<file path="src/rtl/lrsc_pkg.sv">
package lrsc_pkg;

   typedef enum logic [3:0] {
      WID_NONE  = 4'd0,
      WID_WORD  = 4'd4,
      WID_DWORD = 4'd8
   } resv_width_e;

   typedef struct packed {
      logic lt;
      logic gt;
      logic eq;
      logic so;
   } cond_t;

endpackage

</file>
<file path="src/rtl/lrsc_ea_calc.sv">
module lrsc_ea_calc #(
   parameter int ADDR_W     = 32,
   parameter int DATA_W     = 64,
   parameter int LINE_BITS  = 7,
   parameter int ALIGN_BITS = 2,
   localparam int TAG_W     = ADDR_W - LINE_BITS
) (
   input  logic              base_zero,
   input  logic [DATA_W-1:0] base,
   input  logic [DATA_W-1:0] index,
   output logic [ADDR_W-1:0] ea,
   output logic [TAG_W-1:0]  tag,
   output logic              misaligned
);

   logic [DATA_W-1:0] sum;

   always_comb begin
      sum        = (base_zero ? '0 : base) + index;
      ea         = sum[ADDR_W-1:0];
      tag        = ea[ADDR_W-1:LINE_BITS];
      misaligned = |ea[ALIGN_BITS-1:0];
   end

endmodule

</file>
<file path="src/rtl/lrsc_resv_slot.sv">
module lrsc_resv_slot
   import lrsc_pkg::*;
#(
   parameter int TAG_W = 25
) (
   input  logic             clk,
   input  logic             rst_n,
   input  logic             ctx_drop,
   input  logic             own_sc,
   input  logic             load,
   input  logic [TAG_W-1:0] load_tag,
   input  logic             load_dword,
   input  logic             snoop_valid,
   input  logic [TAG_W-1:0] snoop_tag,
   input  logic             peer_commit,
   input  logic [TAG_W-1:0] peer_tag,
   input  logic [TAG_W-1:0] sc_tag,
   output logic             sc_ok
);

   logic        held;
   logic [TAG_W-1:0] held_tag;
   resv_width_e held_wid;
   logic        snoop_hit;
   logic        peer_hit;

   always_comb begin
      snoop_hit = snoop_valid && (snoop_tag == held_tag);
      peer_hit  = peer_commit && (peer_tag == held_tag);
      sc_ok     = held && !ctx_drop && !snoop_hit &&
                  (held_wid == WID_WORD) && (held_tag == sc_tag);
   end

   always_ff @(posedge clk) begin
      if (!rst_n) begin
         held     <= 1'b0;
         held_tag <= '0;
         held_wid <= WID_NONE;
      end else if (ctx_drop || own_sc) begin
         held     <= 1'b0;
         held_wid <= WID_NONE;
      end else if (load) begin
         held     <= 1'b1;
         held_tag <= load_tag;
         held_wid <= load_dword ? WID_DWORD : WID_WORD;
      end else if (snoop_hit || peer_hit) begin
         held     <= 1'b0;
      end
   end

endmodule

</file>
<file path="src/rtl/lrsc_monitor.sv">
module lrsc_monitor
   import lrsc_pkg::*;
#(
   parameter int NUM_THREADS = 4,
   parameter int ADDR_W      = 32,
   parameter int DATA_W      = 64,
   parameter int LINE_BITS   = 7,
   localparam int TID_W      = (NUM_THREADS > 1) ? $clog2(NUM_THREADS) : 1,
   localparam int TAG_W      = ADDR_W - LINE_BITS,
   localparam int WORD_W     = 32,
   localparam int LANES      = WORD_W / 8
) (
   input  logic                   clk,
   input  logic                   rst_n,
   input  logic                   rsv_valid,
   input  logic [TID_W-1:0]       rsv_tid,
   input  logic [ADDR_W-1:0]      rsv_addr,
   input  logic                   rsv_dword,
   input  logic                   sc_valid,
   input  logic [TID_W-1:0]       sc_tid,
   input  logic                   sc_base_zero,
   input  logic [DATA_W-1:0]      sc_base,
   input  logic [DATA_W-1:0]      sc_index,
   input  logic [DATA_W-1:0]      sc_data,
   input  logic                   so_in,
   input  logic                   snoop_valid,
   input  logic [ADDR_W-1:0]      snoop_addr,
   input  logic [NUM_THREADS-1:0] ctx_clear,
   output logic                   mem_we,
   output logic [ADDR_W-1:0]      mem_addr,
   output logic [WORD_W-1:0]      mem_wdata,
   output logic [3:0]             cr_field,
   output logic                   align_fault
);

   if (NUM_THREADS < 1) begin : g_bad_threads
      $error("lrsc_monitor: NUM_THREADS must be at least 1");
   end
   if (DATA_W < ADDR_W || DATA_W < WORD_W) begin : g_bad_data
      $error("lrsc_monitor: DATA_W must cover ADDR_W and a word");
   end
   if (LINE_BITS < 2 || LINE_BITS >= ADDR_W) begin : g_bad_line
      $error("lrsc_monitor: LINE_BITS out of range");
   end

   logic [ADDR_W-1:0]      sc_ea;
   logic [TAG_W-1:0]       sc_tag;
   logic                   sc_misaligned;
   logic [NUM_THREADS-1:0] slot_ok;
   logic                   commit;
   logic [WORD_W-1:0]      swapped;

   lrsc_ea_calc #(
      .ADDR_W    (ADDR_W),
      .DATA_W    (DATA_W),
      .LINE_BITS (LINE_BITS),
      .ALIGN_BITS(2)
   ) u_ea (
      .base_zero (sc_base_zero),
      .base      (sc_base),
      .index     (sc_index),
      .ea        (sc_ea),
      .tag       (sc_tag),
      .misaligned(sc_misaligned)
   );

   for (genvar t = 0; t < NUM_THREADS; t++) begin : g_slot
      logic own_sc;
      logic load;
      assign own_sc = sc_valid  && (sc_tid  == TID_W'(t));
      assign load   = rsv_valid && (rsv_tid == TID_W'(t));

      lrsc_resv_slot #(.TAG_W(TAG_W)) u_slot (
         .clk        (clk),
         .rst_n      (rst_n),
         .ctx_drop   (ctx_clear[t]),
         .own_sc     (own_sc),
         .load       (load),
         .load_tag   (rsv_addr[ADDR_W-1:LINE_BITS]),
         .load_dword (rsv_dword),
         .snoop_valid(snoop_valid),
         .snoop_tag  (snoop_addr[ADDR_W-1:LINE_BITS]),
         .peer_commit(commit),
         .peer_tag   (sc_tag),
         .sc_tag     (sc_tag),
         .sc_ok      (slot_ok[t])
      );
   end

   assign commit = sc_valid && !sc_misaligned && slot_ok[sc_tid];

   for (genvar k = 0; k < LANES; k++) begin : g_lane
      assign swapped[8*k +: 8] = sc_data[WORD_W-1-8*k -: 8];
   end

   cond_t cond_q;

   always_ff @(posedge clk) begin
      if (!rst_n) begin
         mem_we      <= 1'b0;
         mem_addr    <= '0;
         mem_wdata   <= '0;
         align_fault <= 1'b0;
         cond_q      <= '0;
      end else begin
         mem_we      <= commit;
         align_fault <= sc_valid && sc_misaligned;
         if (commit) begin
            mem_addr  <= sc_ea;
            mem_wdata <= swapped;
         end
         if (sc_valid && !sc_misaligned) begin
            cond_q <= '{lt: 1'b0, gt: 1'b0, eq: commit, so: so_in};
         end
      end
   end

   assign cr_field = cond_q;

endmodule

</file>
<file path="config.mk">
export PLATFORM = sky130hd
export DESIGN_NAME = lrsc_monitor
export DESIGN_NICKNAME = d
export VERILOG_FILES = /design/src/rtl/lrsc_pkg.sv /design/src/rtl/lrsc_ea_calc.sv /design/src/rtl/lrsc_resv_slot.sv /design/src/rtl/lrsc_monitor.sv
export SDC_FILE = /design/constraint.sdc
export NUM_CORES = 1
export LEC_CHECK = 0
export BUFFER_PORTS_ARGS = -buffer_cell sky130_fd_sc_hd__buf_4
export CELL_PAD_IN_SITES_DETAIL_PLACEMENT = 1
export CELL_PAD_IN_SITES_GLOBAL_PLACEMENT = 1
export CORE_ASPECT_RATIO = 0.75
export CORE_MARGIN = 10
export CORE_UTILIZATION = 35
export CTS_CLUSTER_DIAMETER = 80
export DETAILED_ROUTE_END_ITERATION = 8
export HOLD_SLACK_MARGIN = 0.05
export PLACE_DENSITY_LB_ADDON = 0.2
export SETUP_SLACK_MARGIN = 0.4
export SLEW_MARGIN = 20
export SYNTH_ARGS = -nofsm -noshare
export SYNTH_HDL_FRONTEND = slang
export SYNTH_SLANG_ARGS = --single-unit
</file>
<file path="constraint.sdc">
create_clock -name clk -period 8.7 [get_ports clk]
set_clock_uncertainty 0.15 [all_clocks]
set_input_delay 0.87 -clock clk [delete_from_list [all_inputs] [get_ports clk]]
set_output_delay 0.87 -clock clk [all_outputs]
set_load 0.05 [all_outputs]
</file>
==> metrics.txt <==
outcome=finished, final reports clean; worst vdd ir=0.110 mV; Post-CTS Setup Inserts=0; TNS Setup=0 ns; crit path capture=mem_addr[15]; Max-slew headroom=23.3%; Vias per Instance=5.52; placed cell count=2132; DRC Markers=0; Distinct cells, synth=81; Tot Pwr=2.27 mW; first-pass GRT wire length=76.1 mm; Syn Inst Count=1531; post-route cell area=14500 µm²; Core Area=33600 µm²; CTS root buffer=clkbuf_16; die height=180 µm; CP Capture Type=flop; Clock Path Buffers=2; reg2reg setup slack=4.40 ns; Min Hold Slack=0.308 ns; critical path launch point type=input port; worst slack, placed=1.56 ns; fin nets=2005; Worst R2R Start=g_slot[3].u_slot.held_tag[18]; ys async rst share=0%; number of H-tree levels=4; fin crit share=77.5%; vias in the first global route=12000; chip width=233 µm; PostCTS Resize Cnt=0; Critical Path RT=8.93 ns; met3 wire length=3.56 mm; GP Congestion=0.976; total global-route track usage=23.8%; Synth Flop Type=dfxtp_1; drt wl/cell=23.6 µm; Filler cells=4087; DR top layer=met4; EDFF count, synth=0; worst hold stages=2; 1st-pass router iterations=5; Power Density=157 nW/µm²; yosys warns=0; hold crit path type=flop to flop; total gr overflow=0; Final WS setup=1.96 ns; worst path arrival time=6.97 ns; Max Clock Freq=0.148 GHz; final non-filler cell total=2165; Final Hold Viols=0; Final min period=6.74 ns; WL met2=22.6 mm; Hold Buf Count CTS=0; initial antenna violation count=1; IO buf count=229; dpl cell area=14000 µm²; reg2reg end=mem_addr[15]; final core utilization=43.2%; total CTS buffers=17; Final Slew Violations=0; I/O pin cnt=342; layout cell share with drive strength beyond 1=17.3%; Slew @ Worst Pin=1.14 ns; sequential area share after synthesis=30.1%; Critical Path Start=sc_base_zero; remaining antenna violation count=0; critical path class=input port to flop; Die Area=42000 µm²; worst-path maximum fanout=40; WL met1=24.0 mm; CTS Sinks=180; post-synthesis register bit count=180; HPWL after DPL=40.4 mm; clock-pin slew on the worst setup and hold paths=0.07 ns; Detailed Route WL=51.1 mm; DRT iter0 DRCs=902; Clock Latency Late Sink=0.46 ns; TritonCTS clock tree=built; largest net degree at the start of global routing=88; # setup viols final=0; Via Count=12000; Layout Area Growth over Synthesis=21.4%; initial core utilization=35.6%; LEAKAGE=5.65 nW; Site Rows=58; synthesized area per cell=7.81 µm²; Max-cap violations=0; unrepaired setup endpoints after global routing=false; Reg2Reg Depth=10; synthesized area=12000 µm²
flip-flops by register name, indices dropped and copies added (netlist names):
name	cells
mem_wdata	32
g_slot.u_slot.held_wid	8
cr_field	2
g_slot.u_slot.held_tag	100
mem_addr	32
mem_we	1
align_fault	1
g_slot.u_slot.held	4
critical path, stage by stage:
cell	delay, ns
buf_4	0.29
nor2b_1	0.09
ha_1	0.78
nand4_1	0.29
nor3_1	0.51
a21oi_1	0.23
a31oi_1	0.71
xor2_1	0.21
xor2_1	0.20
or4b_1	0.56
or4_1	0.62
o21a_1	0.26
a211oi_4	0.39
buf_4	0.62
mux2i_1	0.27
cell type report:
class                   count  area [µm²]  share of cell area, %
diodes                      1        2.50                 0.0172
repair buffers            243        1820                   12.6
inverters                  16        60.1                  0.414
multi-input cells        1243        7910                   54.5
clock buffers              19         433                   2.98
flip-flops and latches    180        3600                   24.8
well taps                 450         563                   3.88
clock inverters            13         126                  0.870
worst min-delay path by stage:
| stage | from | endpoint |
|---|---|---|
| floorplan | g_slot[1].u_slot.held_wid[3] | g_slot[1].u_slot.held_wid[3] |
| global placement | g_slot[1].u_slot.held_wid[3] | g_slot[1].u_slot.held_wid[3] |
| detailed placement | mem_addr[17] | mem_addr[17] |
| CTS | mem_addr[17] | mem_addr[17] |
| global route | mem_wdata[23] | mem_wdata[23] |
| finish | cr_field[1] | cr_field[1] |
layer usage:
metal	vias up	global-route usage, %
met5	-	0
met4	0	6.64
li1	5605	-
met1	5916	33.0
met2	379	36.8
met3	54	4.36
report_power, final:
part	internal, mW	leakage, nW	switching, mW
Sequential	0.841	1.45	0.0189
Combinational	0.247	3.93	0.400
Clock	0.400	0.272	0.367
Total	1.49	5.65	0.786
cells in the mapped netlist, drive strengths merged, types with 7 or more instances:
cell type  instances  area share (%)
nand2b            11            0.58
xor2              87             6.4
nand2            374              12
nor3              10            0.42
nor4              24             1.3
inv               14            0.44
nand3             25             1.0
o2111ai            8            0.59
or2                7            0.37
mux2i             64             5.4
a31oi             12            0.63
nor2              55             1.7
xnor3             10             1.9
xnor2            129             9.4
o211ai            13            0.86
a211oi            13            0.94
clkbuf            68             2.1
buf               25             1.2
dfxtp            180              30
a21oi            161             6.9
o21a               9            0.56
nor2b             37             1.9
nand4             37             2.0
o21ai             32             1.4
ha                31             3.2
kinds of logic (layout without fill, tap and decap cells):
kind of cell             count (synthesis)  count (layout)  synth area share (%)
AO/OA/AOI/OAI                          301             301                  15.7
XOR/XNOR                               228             228                  18.1
adder cells (fa/ha/maj)                 32              32                  3.41
buffers and inverters                  109             291                  3.87
flip-flops                             180             180                  30.1
multiplexers                            65              65                  5.45
other                                    1               3                0.0314
AND/OR/NAND/NOR                        615             615                  23.3
cell usage in the layout (no fill, tap or decap), types with 10 or more instances in the layout:
cell and instances:
ha_1 31, xnor3_1 10, xor2_1 87, nand3_1 25
nor2b_1 37, a31oi_1 12, a21oi_1 159, clkbuf_16 17
buf_4 243, mux2i_1 64, nand4_1 36, nand2b_1 11
dfxtp_1 180, o211ai_1 12, nor2_1 55, nand2_1 374
nor4_1 24, inv_1 14, o21ai_0 25, xnor2_1 129
a211oi_1 10
No activity file was read; power rests on OpenSTA's default activity.
